--- src/rtl/lsu_align_pkg.sv ---
package lsu_align_pkg;

  typedef enum logic [1:0] {
    SZ_BYTE   = 2'b00,
    SZ_HALF   = 2'b01,
    SZ_WORD   = 2'b10,
    SZ_DOUBLE = 2'b11
  } acc_size_e;

  localparam int unsigned CAUSE_W = 4;
  localparam logic [CAUSE_W-1:0] CAUSE_LOAD_MISALIGN  = 4'd4;
  localparam logic [CAUSE_W-1:0] CAUSE_STORE_MISALIGN = 4'd6;

  // Low-address bits that must be zero for a naturally aligned access.
  function automatic logic [2:0] align_mask(input logic [1:0] sz);
    case (sz)
      SZ_BYTE: return 3'b000;
      SZ_HALF: return 3'b001;
      SZ_WORD: return 3'b011;
      default: return 3'b111;
    endcase
  endfunction

  function automatic logic [CAUSE_W-1:0] misalign_cause(input logic is_store);
    return is_store ? CAUSE_STORE_MISALIGN : CAUSE_LOAD_MISALIGN;
  endfunction

endpackage

--- src/rtl/lsu_ea_adder.sv ---
module lsu_ea_adder #(
  parameter int unsigned XLEN  = 64,
  parameter int unsigned IMM_W = 12
) (
  input  logic [XLEN-1:0]  base_i,
  input  logic [IMM_W-1:0] imm_i,
  output logic [XLEN-1:0]  ea_o
);
  localparam int unsigned EXT_W = XLEN - IMM_W;

  function automatic logic [XLEN-1:0] sext_off(input logic [IMM_W-1:0] v);
    return {{EXT_W{v[IMM_W-1]}}, v};
  endfunction

  function automatic logic [XLEN-1:0] eff_addr(input logic [XLEN-1:0] b,
                                               input logic [IMM_W-1:0] o);
    return b + sext_off(o);
  endfunction

  assign ea_o = eff_addr(base_i, imm_i);
endmodule

--- src/rtl/lsu_misalign_detect.sv ---
module lsu_misalign_detect
  import lsu_align_pkg::*;
#(
  parameter int unsigned XLEN = 64
) (
  input  logic [2:0] addr_low_i,
  input  logic [1:0] size_i,
  input  logic       allow_i,
  output logic       misaligned_o,
  output logic       size_illegal_o
);
  logic low_bits_set;

  generate
    if (XLEN < 64) begin : g_narrow
      assign size_illegal_o = (size_i == SZ_DOUBLE);
    end else begin : g_wide
      assign size_illegal_o = 1'b0;
    end
  endgenerate

  assign low_bits_set = |(addr_low_i & align_mask(size_i));
  assign misaligned_o = !allow_i && !size_illegal_o && low_bits_set;

  always_comb begin
    if (size_i == SZ_BYTE)
      assert_byte_clean_R2: assert (!misaligned_o);
    if (allow_i)
      assert_switch_off_R6: assert (!misaligned_o);
  end
endmodule

--- src/rtl/lsu_result_stage.sv ---
module lsu_result_stage
  import lsu_align_pkg::*;
#(
  parameter int unsigned XLEN = 64
) (
  input  logic               clk,
  input  logic               rst,
  input  logic               req_valid_i,
  input  logic               is_store_i,
  input  logic [1:0]         size_i,
  input  logic [XLEN-1:0]    ea_i,
  input  logic               misaligned_i,
  input  logic               size_illegal_i,
  output logic               fwd_o,
  output logic               trap_o,
  output logic               bad_size_o,
  output logic [XLEN-1:0]    addr_o,
  output logic               is_store_o,
  output logic [1:0]         size_o,
  output logic [CAUSE_W-1:0] cause_o
);
  logic take_fwd, take_trap, take_bad;

  assign take_fwd  = req_valid_i && !misaligned_i && !size_illegal_i;
  assign take_trap = req_valid_i && misaligned_i;
  assign take_bad  = req_valid_i && size_illegal_i;

  always_ff @(posedge clk) begin
    if (rst) begin
      fwd_o      <= 1'b0;
      trap_o     <= 1'b0;
      bad_size_o <= 1'b0;
    end else begin
      fwd_o      <= take_fwd;
      trap_o     <= take_trap;
      bad_size_o <= take_bad;
    end
  end

  always_ff @(posedge clk) begin
    if (req_valid_i) begin
      addr_o     <= ea_i;
      is_store_o <= is_store_i;
      size_o     <= size_i;
      cause_o    <= misalign_cause(is_store_i);
    end
  end
endmodule

--- src/rtl/lsu_align_gate.sv ---
module lsu_align_gate
  import lsu_align_pkg::*;
#(
  parameter int unsigned XLEN  = 64,
  parameter int unsigned IMM_W = 12
) (
  input  logic               clk,
  input  logic               rst,
  input  logic               req_valid,
  input  logic               req_is_store,
  input  logic [1:0]         req_size,
  input  logic [XLEN-1:0]    base_val,
  input  logic [IMM_W-1:0]   imm_val,
  input  logic               allow_misaligned,
  output logic               xlat_valid,
  output logic [XLEN-1:0]    xlat_addr,
  output logic               xlat_is_store,
  output logic [1:0]         xlat_size,
  output logic               exc_valid,
  output logic [CAUSE_W-1:0] exc_cause,
  output logic [XLEN-1:0]    exc_tval,
  output logic               size_err
);
  logic [XLEN-1:0] ea_w;
  logic            misaligned_w;
  logic            size_illegal_w;
  logic [XLEN-1:0] addr_q;

  lsu_ea_adder #(.XLEN(XLEN), .IMM_W(IMM_W)) u_adder (
    .base_i (base_val),
    .imm_i  (imm_val),
    .ea_o   (ea_w)
  );

  lsu_misalign_detect #(.XLEN(XLEN)) u_detect (
    .addr_low_i     (ea_w[2:0]),
    .size_i         (req_size),
    .allow_i        (allow_misaligned),
    .misaligned_o   (misaligned_w),
    .size_illegal_o (size_illegal_w)
  );

  lsu_result_stage #(.XLEN(XLEN)) u_stage (
    .clk            (clk),
    .rst            (rst),
    .req_valid_i    (req_valid),
    .is_store_i     (req_is_store),
    .size_i         (req_size),
    .ea_i           (ea_w),
    .misaligned_i   (misaligned_w),
    .size_illegal_i (size_illegal_w),
    .fwd_o          (xlat_valid),
    .trap_o         (exc_valid),
    .bad_size_o     (size_err),
    .addr_o         (addr_q),
    .is_store_o     (xlat_is_store),
    .size_o         (xlat_size),
    .cause_o        (exc_cause)
  );

  assign xlat_addr = addr_q;
  assign exc_tval  = addr_q;

  assert_one_outcome_R9: assert property (@(posedge clk) disable iff (rst)
    req_valid |=> ($countones({xlat_valid, exc_valid, size_err}) == 1));

  assert_idle_quiet_R9: assert property (@(posedge clk) disable iff (rst)
    !req_valid |=> !(xlat_valid || exc_valid || size_err));

  assert_switch_no_trap_R6: assert property (@(posedge clk) disable iff (rst)
    (req_valid && allow_misaligned) |=> !exc_valid);

  assert_cause_dir_R7: assert property (@(posedge clk) disable iff (rst)
    exc_valid |-> (exc_cause == ($past(req_is_store) ? 4'd6 : 4'd4)));

  assert_tval_is_ea_R1: assert property (@(posedge clk) disable iff (rst)
    exc_valid |-> (exc_tval == $past(ea_w)));

  assert_half_odd_traps_R3: assert property (@(posedge clk) disable iff (rst)
    (req_valid && !allow_misaligned && req_size == SZ_HALF && ea_w[0]) |=> exc_valid);

  assert_trap_not_fwd_R8: assert property (@(posedge clk) disable iff (rst)
    (req_valid && misaligned_w) |=> !xlat_valid);
endmodule

--- config.mk ---
export PLATFORM = sky130hd
export DESIGN_NAME = lsu_align_gate
export DESIGN_NICKNAME = d
export VERILOG_FILES = /design/src/rtl/lsu_align_pkg.sv /design/src/rtl/lsu_ea_adder.sv /design/src/rtl/lsu_misalign_detect.sv /design/src/rtl/lsu_result_stage.sv /design/src/rtl/lsu_align_gate.sv
export SDC_FILE = /design/constraint.sdc
export NUM_CORES = 1
export LEC_CHECK = 0
export BUFFER_PORTS_ARGS = -buffer_cell sky130_fd_sc_hd__buf_2
export CAP_MARGIN = 20
export CORE_MARGIN = 5
export CORE_UTILIZATION = 47
export CTS_CLUSTER_DIAMETER = 30
export CTS_CLUSTER_SIZE = 14
export DETAILED_ROUTE_END_ITERATION = 16
export MAX_ROUTING_LAYER = met4
export PLACE_DENSITY_LB_ADDON = 0.12
export SLEW_MARGIN = 5
export SYNTH_ARGS = -nofsm -noshare
export SYNTH_HDL_FRONTEND = slang
export SYNTH_SLANG_ARGS = --single-unit
--- constraint.sdc ---
create_clock -name clk -period 3.15 [get_ports clk]
set_input_delay 0.63 -clock clk [delete_from_list [all_inputs] [get_ports clk]]
set_output_delay 0.63 -clock clk [all_outputs]
set_load 0.02 [all_outputs]
==> metrics.yaml, run 1 <==
synth_xor_area_share_pct: 8.083
drive_gt1_share_pct: 44.76
htreeDepth: 3
cap_violations: 0
cts.clk_slew.worst_paths_ps: 50
syn_to_final_growth_pct: 40.53
via_count: 6699
grt_pass1_vias: 6690
grt_overflow: 0
start_util_pct: 47.39
die-height_um: 127.6
muxShareOfSynthArea_pct: 0.1540
wire_per_inst_um: 15.88
crit_required_ps: 3240
min_from: "rst"
grt_usage_pct: 24.47
drt-initial-drc-count: 335
outcome: "finished clean"
via_per_inst: 5.407
ir_drop_mv: 0.2757
clk_path_buf_depth: 2
synthArstFlopShare_pct: 0
drt-total-wl_mm: 19.67
cts_setup_buffers: 0
hpwl_mm: 16.13
syn_area_um2: 6501
finalCoreUtilization_pct: 66.59
cp-end-kind: "flip-flop"
port_buffers: 216
synth-edff-count: 67
fin_hold_ws_ps: 465.0
leakage_nw: 4.261
yosys.area.top_type: "edfxtp_1"
grt_max_degree: 33
synthDominantCellAreaShare_pct: 30.95
setup-violations-final: 0
worstPathArrival_ps: 3140
avgSynthCellArea_um2: 9.004
postPlaceCellArea_um2: 8753
row_count: 43
stdcell_area_um2: 9136
hold_depth: 2
antenna_found_initial: 0
ys.flop_type: "edfxtp_1"
n_antenna_cell: 0
dieWidth_um: 127.6
rsz0062_at_grt: "true"
power_w: 0.004245
power_density_nw_per_um2: 464.6
yosys-top-cells-count: "a21oi_1, buf_4, edfxtp_1"
min_period_over_period_pct: 96.77
remaining_drc_errors: 0
nets: 1201
cts_tree: "done"
cts_buffers: 9
ys_warn_count: 0
layout_min_cycle_time_ps: 3048
hold_violations: 0
synth_seq_area_share_pct: 31.56
pre_cts_ws_ps: -330.0
worstHoldEndpoint: "u_stage.fwd_o"
drv_slew: 0
dr.pass1.iters: 5
max_clock_freq_mhz: 328.1
synthAdderAreaFrac_pct: 12.43
ant_nets: 0
yosysMostFrequentCell: "a21oi_1"
grt_pass1_wl_mm: 31.75
syn_inst: 722
synth_compound_area_share_pct: 22.63
synth_top_family_by_area: "compound AO/OA/AOI/OAI gates"
critPathLaunchType: "input port"
synth_area_leaders: "edfxtp_1, ha_1, buf_4, a21oi_1, xnor2_1"
holdCritPathClass: "input port to flip-flop"
root_buffer: "clkbuf_16"
ios: 221
crit_path_max_fanout: 3
synth-seq-cells: 69
die-area_um2: 16280
ys_types: 69
path_class: "input port to flip-flop"
cts_sinks: 69
core_um2: 13720
worst_slack_ps: 101.9
synthSimpleGateAreaFrac_pct: 14.57
worstMarginPinSlew_ps: 603.8
gp_congestion: 0.9655
worst_slew_margin_rel_pct: 59.44
nFillCells: 1172
-- registers in the layout, summed over array words and instances (netlist names) --
signal and count:
u_stage.addr_o 64, u_stage.size_o 2, u_stage.cause_o 1, u_stage.fwd_o 1
u_stage.trap_o 1
-- final cells by class --
cell class              count  area, µm²  area share (%)
flip-flops and latches     69       2052           22.46
repair buffers            417       2628           28.76
inverters                  13      48.80          0.5341
clock inverters             5      51.30          0.5615
multi-input cells         544       3899           42.67
well taps                 180      225.2           2.465
clock buffers              11      232.7           2.547
-- layout by cell type, fill, tap and decap left out, drive strengths merged, types with 3 or more instances in the layout --
cell type,instances
conb,4
a211oi,11
xor2,24
o41ai,4
nor2,36
nor2b,4
nor3,21
a31oi,5
a21o,23
nand4,23
nand2,54
edfxtp,67
inv,13
clkbuf,11
o31ai,4
and2,4
nand3,15
nor4,4
o211ai,6
or2,5
ha,63
o21bai,17
o21a,3
o21ai,47
xnor2,36
and3,5
nand2b,8
a21oi,79
clkinv,3
a21boi,3
buf,417
-- where the power goes --
part / total, W / switching [W] / internal (W)
clock network: 0.000995 / 0.000388 / 0.000608
registers: 0.00128 / 0.0000668 / 0.00121
logic: 0.00197 / 0.00113 / 0.000843
-- worst max-delay path, cell delays in order --
cell	delay (ps)
buf_2	110
ha_4	160
fa_2	350
a21o_1	200
a221oi_4	290
a21oi_2	130
o21ai_4	170
o22ai_2	130
a21bo_1	220
or4_4	460
a31oi_4	190
xnor2_1	80
-- worst max path at each step --
stage	from	endpoint	slack [ps]	cells after the start
2_1_floorplan	base_val[0]	u_stage.addr_o[52]	-50	11
4_1_cts	base_val[0]	u_stage.addr_o[52]	30	12
3_5_place_dp	base_val[0]	u_stage.addr_o[58]	-330	13
3_3_place_gp	base_val[0]	u_stage.addr_o[52]	-290	12
6_report	base_val[0]	u_stage.addr_o[52]	100	12
5_1_grt	imm_val[11]	u_stage.addr_o[58]	-10	12
-- logic make-up (layout without fill, tap and decap cells) --
kind of cell,count (synthesis),count (layout)
AND/OR/NAND/NOR,190,190
other,2,4
flip-flops,69,69
buffers and inverters,111,446
AO/OA/AOI/OAI,225,225
XOR/XNOR,60,60
multiplexers,1,1
adder cells (fa/ha/maj),64,64
-- metrics by stage --
| step | setup TNS (ps) | std cells |
|---|---|---|
| after floorplan | -50.21 | 724 |
| final | 0 | 1239 |
| after CTS | 0 | 1239 |
| after global routing | -15.05 | 1239 |
| after global placement | -4004 | 1223 |
| after detailed placement | -5165 | 1223 |
-- metal layers --
layer | vias up | share of wire, % | global-route usage, %
met4 | 0 | 2.4 | 8.864
met2 | 227 | 50 | 41.25
met5 | - | 0 | -
li1 | 3287 | - | -
met3 | 40 | 5.0 | 3.303
met1 | 3145 | 43 | 30.10
-- what timing repair did --
| action | in CTS | in global routing |
|---|---|---|
| resized for setup | 1 | 24 |
| pin swaps | 0 | 7 |
| hold buffers | 0 | 0 |
| hold endpoints to repair | 0 | 0 |
| setup endpoints to repair | 1 | 19 |
Note: power is estimated with default switching activity, not from simulation.
==> run 2: changes to the inputs <==
--- a/config.mk
+++ b/config.mk
@@ -18,3 +18,4 @@
 export SYNTH_ARGS = -nofsm -noshare
 export SYNTH_HDL_FRONTEND = slang
+export SYNTH_HIERARCHICAL = 1
 export SYNTH_SLANG_ARGS = --single-unit
==> constraint.sdc (replaced) <==
create_clock -name clk -period 3.15 [get_ports clk]
set_input_delay 0.315 -clock clk [delete_from_list [all_inputs] [get_ports clk]]
set_output_delay 0.315 -clock clk [all_outputs]
set_load 0.02 [all_outputs]
==> metrics.yaml, run 2 <==
outcome: "finished clean"
remaining_drc_errors: 0  # unchanged
syn_area_um2: 6349  # -2.3%
wire_per_inst_um: 15.99  # +0.69%
cts-resized-gates: 0  # -1
drt-initial-drc-count: 263  # -21%
antenna_found_initial: 0  # unchanged
largestRegisters: "u_stage/addr_o (64), u_stage/size_o (2)"
via_per_inst: 5.355  # -0.96%
root_buffer: "clkbuf_16"
ctsHoldBuffers: 0  # unchanged
grt_overflow: 0  # unchanged
pwr-share-clk_pct: 24.0  # +0.6 points
synth-edff-count: 67  # unchanged
crit_required_ps: 3230  # about the same
grt_pass1_wl_mm: 28.64  # -9.8%
cts.clk_slew.worst_paths_ps: 60  # about the same
worstPathArrival_ps: 2980  # -160 ps
ys_types: 61  # -12%
port_buffers: 217  # +0.46%
path_class: "input port to flip-flop"
rsz0062_at_grt: "false"
fin_hold_ws_ps: 155.6  # -309.4 ps
tns_ps: 0  # unchanged
most-common-layout-cells: "buf_2, buf_4, edfxtp_1, a21oi_1, ha_1"
gp_congestion: 0.9062  # -6.1%
die-area_um2: 15930  # -2.2%
ios: 221  # unchanged
power.share.sequential_pct: 32.3  # +2.2 points
layout_min_cycle_time_ps: 2907  # -140.7 ps
avgSynthCellArea_um2: 9.174  # +1.9%
drt-total-wl_mm: 17.89  # -9.1%
via_count: 5992  # -11%
p_sw_share_pct: 37.66  # +0.38 points
drive_gt1_share_pct: 37.86  # -6.9 points
dieWidth_um: 126.2  # -1.1%
min_from: "req_is_store"
cts_buffers: 9  # unchanged
nets: 1085  # -9.7%
cap_violations: 0  # unchanged
worstHoldEndpoint: "u_stage/cause_o[1]"
max_clock_freq_mhz: 344.0  # +4.8%
drv_slew: 0  # unchanged
syn_to_final_growth_pct: 28.85
grt_usage_pct: 22.66  # -1.8 points
ys.flop_type: "edfxtp_1"
intPower_w: 0.002488  # -6.5%
htreeDepth: 3  # unchanged
grt_max_degree: 37  # +12%
synth-seq-cells: 70  # +1.4%
finalNonFillerCells: 1119  # -9.7%
nFillCells: 1221  # +4.2%
power_density_nw_per_um2: 488.0  # +5.0%
p_comb_share_pct: 43.7  # -2.7 points
yosys.area.top_type: "edfxtp_1"
multi_input_area_um2: 3597  # -7.7%
syn_inst: 692  # -4.2%
synthDominantCellAreaShare_pct: 31.69  # +0.74 points
worst_slew_margin_rel_pct: 44.26  # -15 points
switchingPower_w: 0.001503  # -5.0%
synth_area_leaders: "edfxtp_1, ha_1, buf_4, a21oi_1, xnor2_1"
start_util_pct: 47.94  # +0.55 points
cp-end-kind: "flip-flop"
hpwl_mm: 14.95  # -7.3%
worst_slack_ps: 242.6  # +140.7 ps
yosys-top-cells-count: "buf_4, edfxtp_1, a21oi_1"
mostFrequentLayoutCell: "buf_2"
synth_seq_area_share_pct: 32.64  # +1.1 points
ys_warn_count: 6  # +6
yosysMostFrequentCell: "buf_4"
worstMarginPinSlew_ps: 836.2  # +232.4 ps
layout.area.seq_um2: 2072  # +0.98%
n_antenna_cell: 0  # unchanged
largest_reg_flops: 64  # unchanged
ant_nets: 0  # unchanged
worstSetupStartpoint: "imm_val[11]"
min_period_over_period_pct: 92.30  # -4.5 points
hold_violations: 0  # unchanged
dr.pass1.iters: 5  # unchanged
cts_sinks: 70  # +1.4%
pre_cts_ws_ps: -110.1  # +219.9 ps
setup-violations-final: 0  # unchanged
crit_path_max_fanout: 5  # +2
clk_path_buf_depth: 2  # unchanged
die-height_um: 126.2  # -1.1%
leakage_nw: 3.916  # -8.1%
critPathLaunchType: "input port"
row_count: 42  # -2.3%
core_um2: 13240  # -3.5%
cts_tree: "done"
holdCritPathClass: "input port to flip-flop"
synthArstFlopShare_pct: 0  # unchanged
dp.cells: 1103  # -9.8%
largest-register: "u_stage/addr_o"
grt_pass1_vias: 6041  # -9.7%
hold_depth: 1  # -1
ir_drop_mv: 0.2801  # +1.6%
cts_setup_buffers: 0  # unchanged
## run 2: cell types whose count changed in the layout (fill, tap and decap cells not counted), moves of 8 or more
cell     change
buf_4       -86
a21o_1      +13
nor2_1       +8
o21ai_0     -12
nor3_1      -13
a21oi_2      -8
## run 2: worst max-delay path by stage
| stage | slack [ps] | depth (start not counted) | to |
|---|---|---|---|
| 2_1_floorplan | 320 | 12 | u_stage/addr_o[58] |
| 3_3_place_gp | -90 | 15 | u_stage/addr_o[51] |
| 3_5_place_dp | -110 | 15 | u_stage/addr_o[51] |
| 4_1_cts | 230 | 15 | u_stage/addr_o[51] |
| 5_1_grt | 10 | 15 | u_stage/addr_o[53] |
| 6_report | 240 | 13 | u_stage/addr_o[58] |
## run 2: cell type report
class	count	area share (%)
multi-input cells	514	43.97
well taps	176	2.692
clock inverters	5	0.4436
clock buffers	11	2.967
flip-flops and latches	70	25.33
inverters	12	0.5506
repair buffers	331	24.04
## run 2: logic make-up (layout without fill, tap and decap cells)
kind of cell / after synthesis / after routing / share of synthesized area (%)
AO/OA/AOI/OAI: 211 / 211 / 21.90
AND/OR/NAND/NOR: 174 / 174 / 13.38
buffers and inverters: 109 / 359 / 10.76
flip-flops: 70 / 70 / 32.64
adder cells (fa/ha/maj): 64 / 64 / 12.73
XOR/XNOR: 61 / 61 / 8.415
other: 3 / 4 / 0.1774
## run 2: critical path, cell delays in order
cell,delay (ps)
buf_2,150
buf_4,160
ha_1,310
a21oi_1,220
o21a_1,150
o221ai_1,130
a221oi_1,400
o21a_1,190
o31a_1,170
a21oi_1,130
o41a_1,350
a31oi_1,200
xnor2_1,90
## run 2: routing by layer
metal | GRT usage (%) | share of wire [%]
met1 | 28.20 | 43
met2 | 38.50 | 49
met3 | 2.921 | 5.9
met4 | 7.003 | 1.5
met5 | - | 0
## run 2: stage by stage
step	utilization, %	power [W]	cell area, µm²
2_1_floorplan	-	0.002522	6352
3_3_place_gp	59.67	0.003043	7901
3_5_place_dp	59.67	0.003054	7901
4_1_cts	61.77	0.004029	8180
5_1_grt	61.77	0.004227	8180
6_report	61.77	0.003992	8180
## run 2: power groups by stage
stage / sequential, W / clock [W] / combinational [W]
5_1_grt: 0.00131 / 0.00103 / 0.00188
4_1_cts: 0.00129 / 0.000981 / 0.00175
3_5_place_dp: 0.00131 / 0 / 0.00174
3_3_place_gp: 0.00130 / 0 / 0.00174
2_1_floorplan: 0.00149 / 0 / 0.00103
6_report: 0.00129 / 0.000957 / 0.00174
